File: config.mk
export PLATFORM = sky130hd
export DESIGN_NAME = legacy_dma_regs
export DESIGN_NICKNAME = d
export VERILOG_FILES = /design/src/rtl/dma_regs_pkg.sv /design/src/rtl/dma_chan_regs.sv /design/src/rtl/dma_ctrl_regs.sv /design/src/rtl/legacy_dma_regs.sv
export SDC_FILE = /design/constraint.sdc
export NUM_CORES = 1
export LEC_CHECK = 0
export ABC_AREA = 1
export BUFFER_PORTS_ARGS = -buffer_cell sky130_fd_sc_hd__buf_2
export CORE_MARGIN = 4
export CORE_UTILIZATION = 54
export CTS_BUF_LIST = sky130_fd_sc_hd__clkbuf_16
export CTS_CLUSTER_SIZE = 20
export DETAILED_ROUTE_END_ITERATION = 10
export GPL_TIMING_DRIVEN = 0
export PLACE_DENSITY = 0.88
export SYNTH_ARGS = -nofsm -noshare
export SYNTH_HDL_FRONTEND = slang
export SYNTH_HIERARCHICAL = 1
export SYNTH_SLANG_ARGS = --single-unit
File: constraint.sdc
create_clock -name clk -period 1.9 [get_ports clk]
set_clock_uncertainty 0.1 [all_clocks]
set_input_delay 0.285 -clock clk [delete_from_list [all_inputs] [get_ports clk]]
set_output_delay 0.285 -clock clk [all_outputs]
set_load 0.005 [all_outputs]
File: src/rtl/dma_regs_pkg.sv
// Shared sizes and register offsets for the DMA register front end.
// Assumes a four-channel, byte-wide host window with 16-bit registers.
package dma_regs_pkg;
    localparam int unsigned DMA_NCH  = 4;
    localparam int unsigned DMA_DW   = 8;
    localparam int unsigned DMA_RW   = 2 * DMA_DW;
    localparam int unsigned DMA_MW   = DMA_DW - 2;

    localparam logic [3:0] OFF_STAT    = 4'd8;
    localparam logic [3:0] OFF_MASK1   = 4'd10;
    localparam logic [3:0] OFF_MODE    = 4'd11;
    localparam logic [3:0] OFF_PTRCLR  = 4'd12;
    localparam logic [3:0] OFF_MCLR    = 4'd13;
    localparam logic [3:0] OFF_MASKALL = 4'd15;
endpackage

File: src/rtl/dma_chan_regs.sv
// One channel's base/current address and count registers.
// Assumes the word is exactly two data bytes; hi_sel picks the byte written.
module dma_chan_regs #(
    parameter int unsigned DW = 8,
    localparam int unsigned RW = 2 * DW
) (
    input  logic          clk,
    input  logic          rst_n,
    input  logic          addr_we,
    input  logic          cnt_we,
    input  logic          hi_sel,
    input  logic [DW-1:0] wdata,
    output logic [RW-1:0] base_addr,
    output logic [RW-1:0] cur_addr,
    output logic [RW-1:0] base_cnt,
    output logic [RW-1:0] cur_cnt
);
    logic [RW-1:0] addr_nxt, cnt_nxt;

    // Merge the written byte into the old base word.
    always_comb begin
        addr_nxt = hi_sel ? {wdata, base_addr[DW-1:0]} : {base_addr[RW-1:DW], wdata};
        cnt_nxt  = hi_sel ? {wdata, base_cnt[DW-1:0]}  : {base_cnt[RW-1:DW], wdata};
    end

    // Address pair: base takes the byte, current takes the whole base.
    always_ff @(posedge clk) begin
        if (!rst_n) begin
            base_addr <= '0;
            cur_addr  <= '0;
        end else if (addr_we) begin
            base_addr <= addr_nxt;
            cur_addr  <= addr_nxt;
        end
    end

    // Count pair: same reload rule as the address.
    always_ff @(posedge clk) begin
        if (!rst_n) begin
            base_cnt <= '0;
            cur_cnt  <= '0;
        end else if (cnt_we) begin
            base_cnt <= cnt_nxt;
            cur_cnt  <= cnt_nxt;
        end
    end


    addr_copy_chk: assert property (@(posedge clk) disable iff (!rst_n)
        addr_we |=> (cur_addr == base_addr));

    cnt_copy_chk: assert property (@(posedge clk) disable iff (!rst_n)
        cnt_we |=> (cur_cnt == base_cnt));
endmodule

File: src/rtl/dma_ctrl_regs.sv
// Shared control state: byte pointer, mask, modes, status, disable bit
// and the readback shadow for offsets 8..15. Assumes NCH fits in wdata[1:0].
module dma_ctrl_regs
    import dma_regs_pkg::*;
#(
    parameter int unsigned NCH = 4,
    parameter int unsigned DW  = 8,
    localparam int unsigned CHW = $clog2(NCH),
    localparam int unsigned MW  = DW - 2
) (
    input  logic            clk,
    input  logic            rst_n,
    input  logic            wr_stb,
    input  logic            rd_stb,
    input  logic [3:0]      off,
    input  logic [DW-1:0]   wdata,
    input  logic [NCH-1:0]  tc_in,
    output logic            ptr_q,
    output logic            dis_q,
    output logic [NCH-1:0]  mask_q,
    output logic [NCH*MW-1:0] mode_q,
    output logic [DW-1:0]   ctl_rdata
);
    logic [NCH-1:0] stat_q;
    logic [DW-1:0]  shadow_q [8];
    logic           rc_acc;
    logic           stat_rd;

    assign rc_acc  = (wr_stb | rd_stb) & ~off[3];
    assign stat_rd = rd_stb && (off == OFF_STAT);

    // Byte pointer: toggles per register access, cleared by two commands.
    always_ff @(posedge clk) begin
        if (!rst_n)
            ptr_q <= 1'b0;
        else if (rc_acc)
            ptr_q <= ~ptr_q;
        else if (wr_stb && (off == OFF_PTRCLR || off == OFF_MCLR))
            ptr_q <= 1'b0;
    end

    // Mask bits: single-channel command, master clear, full load.
    always_ff @(posedge clk) begin
        if (!rst_n)
            mask_q <= '0;
        else if (wr_stb) begin
            if (off == OFF_MASK1) begin
                for (int i = 0; i < NCH; i++)
                    if (wdata[CHW-1:0] == CHW'(i))
                        mask_q[i] <= wdata[2];
            end else if (off == OFF_MCLR)
                mask_q <= '1;
            else if (off == OFF_MASKALL)
                mask_q <= wdata[NCH-1:0];
        end
    end

    // Mode fields: the channel named in the data takes the upper bits.
    always_ff @(posedge clk) begin
        if (!rst_n)
            mode_q <= '0;
        else if (wr_stb && off == OFF_MODE) begin
            for (int i = 0; i < NCH; i++)
                if (wdata[CHW-1:0] == CHW'(i))
                    mode_q[i*MW +: MW] <= wdata[DW-1:2];
        end
    end

    // Command disable bit.
    always_ff @(posedge clk) begin
        if (!rst_n)
            dis_q <= 1'b0;
        else if (wr_stb && off == OFF_STAT)
            dis_q <= wdata[2];
    end

    // Status: read clears, terminal-count pulses set (set wins).
    always_ff @(posedge clk) begin
        if (!rst_n)
            stat_q <= '0;
        else
            stat_q <= (stat_rd ? '0 : stat_q) | tc_in;
    end

    // Readback shadow of the last byte written to offsets 8..15.
    always_ff @(posedge clk) begin
        if (!rst_n) begin
            for (int i = 0; i < 8; i++)
                shadow_q[i] <= '0;
        end else if (wr_stb && off[3])
            shadow_q[off[2:0]] <= wdata;
    end

    // Read data for the upper half of the window.
    always_comb begin
        case (off)
            OFF_STAT: ctl_rdata = {{(DW-NCH){1'b0}}, stat_q};
            OFF_MCLR: ctl_rdata = '0;
            default:  ctl_rdata = shadow_q[off[2:0]];
        endcase
    end


    ptr_toggle_chk: assert property (@(posedge clk) disable iff (!rst_n)
        rc_acc |=> (ptr_q != $past(ptr_q)));

    mclr_chk: assert property (@(posedge clk) disable iff (!rst_n)
        (wr_stb && off == OFF_MCLR) |=> (mask_q == '1 && !ptr_q));

    mask_set_chk: assert property (@(posedge clk) disable iff (!rst_n)
        (wr_stb && off == OFF_MASK1 && wdata[2])
        |=> (mask_q == ($past(mask_q) | (NCH'(1) << $past(wdata[CHW-1:0])))));

    stat_clr_chk: assert property (@(posedge clk) disable iff (!rst_n)
        (stat_rd && tc_in == '0) |=> (stat_q == '0));

    stat_set_chk: assert property (@(posedge clk) disable iff (!rst_n)
        (|tc_in) |=> ((stat_q & $past(tc_in)) == $past(tc_in)));
endmodule

File: src/rtl/legacy_dma_regs.sv
// Top of the DMA register front end: decodes the host window, holds one
// register set per channel and muxes read data. Assumes four channels so
// that offset bits [2:1] name the channel.
module legacy_dma_regs
    import dma_regs_pkg::*;
#(
    parameter int unsigned NCH = DMA_NCH,
    parameter int unsigned DW  = DMA_DW,
    localparam int unsigned RW = 2 * DW,
    localparam int unsigned MW = DW - 2
) (
    input  logic              clk,
    input  logic              rst_n,
    input  logic              bus_sel,
    input  logic              bus_wr,
    input  logic [3:0]        bus_off,
    input  logic [DW-1:0]     bus_wdata,
    output logic [DW-1:0]     bus_rdata,
    input  logic [NCH-1:0]    tc_in,
    output logic              ctrl_disable,
    output logic [NCH-1:0]    ch_mask,
    output logic [NCH*MW-1:0] ch_mode,
    output logic [NCH*RW-1:0] ch_base_addr,
    output logic [NCH*RW-1:0] ch_cur_addr,
    output logic [NCH*RW-1:0] ch_base_cnt,
    output logic [NCH*RW-1:0] ch_cur_cnt
);
    logic          wr_stb, rd_stb, ptr_q;
    logic [DW-1:0] ctl_rdata;
    logic [RW-1:0] cur_a [NCH];
    logic [RW-1:0] cur_c [NCH];
    logic [RW-1:0] rd_word;

    assign wr_stb = bus_sel & bus_wr;
    assign rd_stb = bus_sel & ~bus_wr;

    dma_ctrl_regs #(.NCH(NCH), .DW(DW)) ctrl_i (
        .clk       (clk),
        .rst_n     (rst_n),
        .wr_stb    (wr_stb),
        .rd_stb    (rd_stb),
        .off       (bus_off),
        .wdata     (bus_wdata),
        .tc_in     (tc_in),
        .ptr_q     (ptr_q),
        .dis_q     (ctrl_disable),
        .mask_q    (ch_mask),
        .mode_q    (ch_mode),
        .ctl_rdata (ctl_rdata)
    );

    for (genvar g = 0; g < NCH; g++) begin : g_ch
        logic hit;
        assign hit = wr_stb && !bus_off[3] && (bus_off[2:1] == 2'(g));

        dma_chan_regs #(.DW(DW)) chan_i (
            .clk       (clk),
            .rst_n     (rst_n),
            .addr_we   (hit && !bus_off[0]),
            .cnt_we    (hit && bus_off[0]),
            .hi_sel    (ptr_q),
            .wdata     (bus_wdata),
            .base_addr (ch_base_addr[g*RW +: RW]),
            .cur_addr  (ch_cur_addr[g*RW +: RW]),
            .base_cnt  (ch_base_cnt[g*RW +: RW]),
            .cur_cnt   (ch_cur_cnt[g*RW +: RW])
        );

        assign cur_a[g] = ch_cur_addr[g*RW +: RW];
        assign cur_c[g] = ch_cur_cnt[g*RW +: RW];
    end

    // Read mux: current word byte by pointer, else control readback.
    always_comb begin
        rd_word = bus_off[0] ? cur_c[bus_off[2:1]] : cur_a[bus_off[2:1]];
        if (!bus_off[3])
            bus_rdata = ptr_q ? rd_word[RW-1:DW] : rd_word[DW-1:0];
        else
            bus_rdata = ctl_rdata;
    end
endmodule

==> impl_metrics.json <==
{
  "utilization_pct": 72.1,
  "syn-cell-area_um2": 12100,
  "power.total_mw": 10.6,
  "fmax_mhz": 482,
  "ios": 313,
  "avgSynthCellArea_um2": 7.05,
  "rows": 54,
  "hpwl_mm": 32.8,
  "tritoncts": "built",
  "drtIter0Drc": 1477,
  "grt_pass1_vias": 12500,
  "min_period_over_period_pct": 109,
  "fin_nets": 2082,
  "synth_seq_cells": 226,
  "syn_nets": 1730,
  "via_per_inst": 5.62,
  "fillCellCount": 1686,
  "powerDensity_nw_per_um2": 673,
  "dr_total_vias": 13300,
  "worstPathArrival_ns": 1.69,
  "violations": "design-rule violations, negative setup slack",
  "syn2layout_area_growth_pct": 30.9,
  "clkTransAtPathRegs_ns": 0.06,
  "overflow": 0,
  "fin_tns_setup_ns": -1.14,
  "path_max_fanout": 8,
  "fin_ws_ns": -0.173,
  "yosysSeqAreaShare_pct": 42.8,
  "synth.distinct_cells": 24,
  "endpoint_kind": "primary output",
  "worstMarginPinSlew_ns": 0.756,
  "root_buffer": "clkbuf_16",
  "multiInputGateArea_um2": 5550,
  "critPathKind": "reg -> out",
  "numPortBuffers": 312,
  "cts_buffers": 24,
  "ff_latch_area_um2": 5370,
  "cts_buffer_depth": 3,
  "finalHoldViolations": 0,
  "dieArea_um2": 24800,
  "hold_class": "in -> reg",
  "setup_viol": 8,
  "start_kind": "flop",
  "start_util_pct": 55.1,
  "p_leak_nw": 8.19,
  "antenna_found_initial": 0,
  "crit_required_ns": 1.51,
  "antenna_cells": 0,
  "synth_cells": 1710,
  "final_common_cell": "nand2_1",
  "mostFrequentLayoutCells": "nand2_1 (424), buf_2 (311), nor2_1 (277), buf_4 (163), nand2_2 (145)",
  "h-tree-depth": 1,
  "post-route-min-period_ns": 2.07,
  "clock_latency_ns": 0.52,
  "grt_first_pass_wirelength_mm": 68.2,
  "die_w_um": 157,
  "wl_per_cell_um": 19.7,
  "status": "finished with violations",
  "groute.usage.overall_pct": 35.5,
  "drive_gt1_share_pct": 44.0,
  "drt-pass1-iter-count": 10,
  "max-vdd-ir-drop_v": 0.000582,
  "final_antenna_net_count": 0,
  "routed_wl_mm": 46.5,
  "grt_max_degree": 23,
  "place.gp.congestion": 1.06,
  "cap_violations": 0,
  "synth-warning-count": 6,
  "slew_violations": 0,
  "rsz0062_at_grt": "yes",
  "max_slew_margin_pct": 49.6,
  "clock-sinks": 226,
  "drc": 2,
  "core_area_um2": 21900,
  "die_h_um": 157
}
-- per-layer routing --
layer,up-vias,GRT usage (%),wire [um]
met4,0,22.8,3240
met5,-,0,0
met3,234,7.23,5120
met2,970,58.9,21900
met1,6103,41.8,16200
li1,5961,-,-
-- worst paths after layout --
kind,start,to,slack (ns),cells past startpoint
max reg2reg,ctrl_i/ptr_q$_SDFFE_PN0P_,g_ch[0].chan_i/cur_addr[13]$_SDFFE_PN0P_,0.35,6
min,bus_off[3],ctrl_i/ptr_q$_SDFFE_PN0P_,0.12,4
min reg2reg,g_ch[1].chan_i/cur_cnt[12]$_SDFFE_PN0P_,g_ch[1].chan_i/cur_cnt[12]$_SDFFE_PN0P_,0.39,2
max,ctrl_i/ptr_q$_SDFFE_PN0P_,bus_rdata[2],-0.17,6
-- cell type report --
cell class	count	share of cell area [%]
flip-flops and latches	226	34.0
repair buffers	445	16.6
inverters	114	2.78
multi-input cells	1164	35.2
clock inverters	20	0.737
well taps	280	2.22
plain buffers	87	4.65
clock buffers	24	3.80
-- through the flow --
step,instance area [um^2],hold WS [ns],std cells,setup slack [ns]
6_report,15800,0.117,2360,-0.173
5_1_grt,15800,0.126,2360,-0.252
4_1_cts,15600,0.0838,2351,-0.145
3_5_place_dp,14000,0.369,2302,-0.481
3_3_place_gp,14000,0.361,2302,-0.487
2_1_floorplan,12100,0.302,1710,0.177
-- registers in the layout, summed over array words and instances (netlist names) --
signal,flops
ctrl_i/mode_q,24
g_ch.chan_i/cur_addr,64
ctrl_i/mask_q,4
ctrl_i/dis_q,1
ctrl_i/stat_q,4
ctrl_i/shadow_q,64
ctrl_i/ptr_q,1
g_ch.chan_i/cur_cnt,64
-- synthesized netlist by cell type --
cell type | number | area [um^2]
nor2_2 | 4 | 25.0
nand2_4 | 4 | 45.0
o31ai_1 | 1 | 7.51
o21ai_0 | 27 | 135
nor2_1 | 279 | 1050
a21oi_2 | 5 | 43.8
nand2_2 | 8 | 50.1
nand2_1 | 570 | 2140
buf_8 | 4 | 60.1
buf_6 | 20 | 225
nand4_1 | 13 | 81.3
buf_2 | 21 | 105
edfxtp_1 | 64 | 1920
nand3_4 | 1 | 17.5
inv_1 | 100 | 375
a21oi_1 | 73 | 365
inv_2 | 11 | 41.3
nand3_1 | 169 | 846
dfxtp_1 | 162 | 3240
clkbuf_2 | 1 | 5.00
buf_4 | 148 | 1110
nor2_4 | 10 | 113
clkbuf_1 | 12 | 45.0
clkinv_1 | 3 | 11.3
-- power breakdown --
part	internal (mW)	switching, mW
Clock	2.42	1.93
Sequential	5.04	0.0605
Combinational	0.388	0.799
Total	7.85	2.79
-- kinds of logic (layout without fill, tap and decap cells) --
kind of cell,count (synthesis),after routing,synth area share [%]
AO/OA/AOI/OAI,106,106,4.58
flip-flops,226,226,42.8
buffers and inverters,320,690,16.4
AND/OR/NAND/NOR,1058,1058,36.2
-- worst max-delay path: stages, from the launching register on --
cell and delay [ns]:
dfxtp_4 0.40, clkinvlp_4 0.23, nand3_1 0.15, nand2_1 0.09, nand2_2 0.09, nand2_2 0.07
buf_6 0.12
-- what timing repair did --
| item | in CTS | in global routing |
|---|---|---|
| pin swaps | 112 | 32 |
| hold endpoints to repair | 4 | 0 |
| resized for setup | 344 | 53 |
| endpoints found under the setup margin | 8 | 18 |
| hold buffers | 4 | 0 |
| setup buffers | 118 | 11 |
Note: power is estimated with default switching activity, not from simulation.
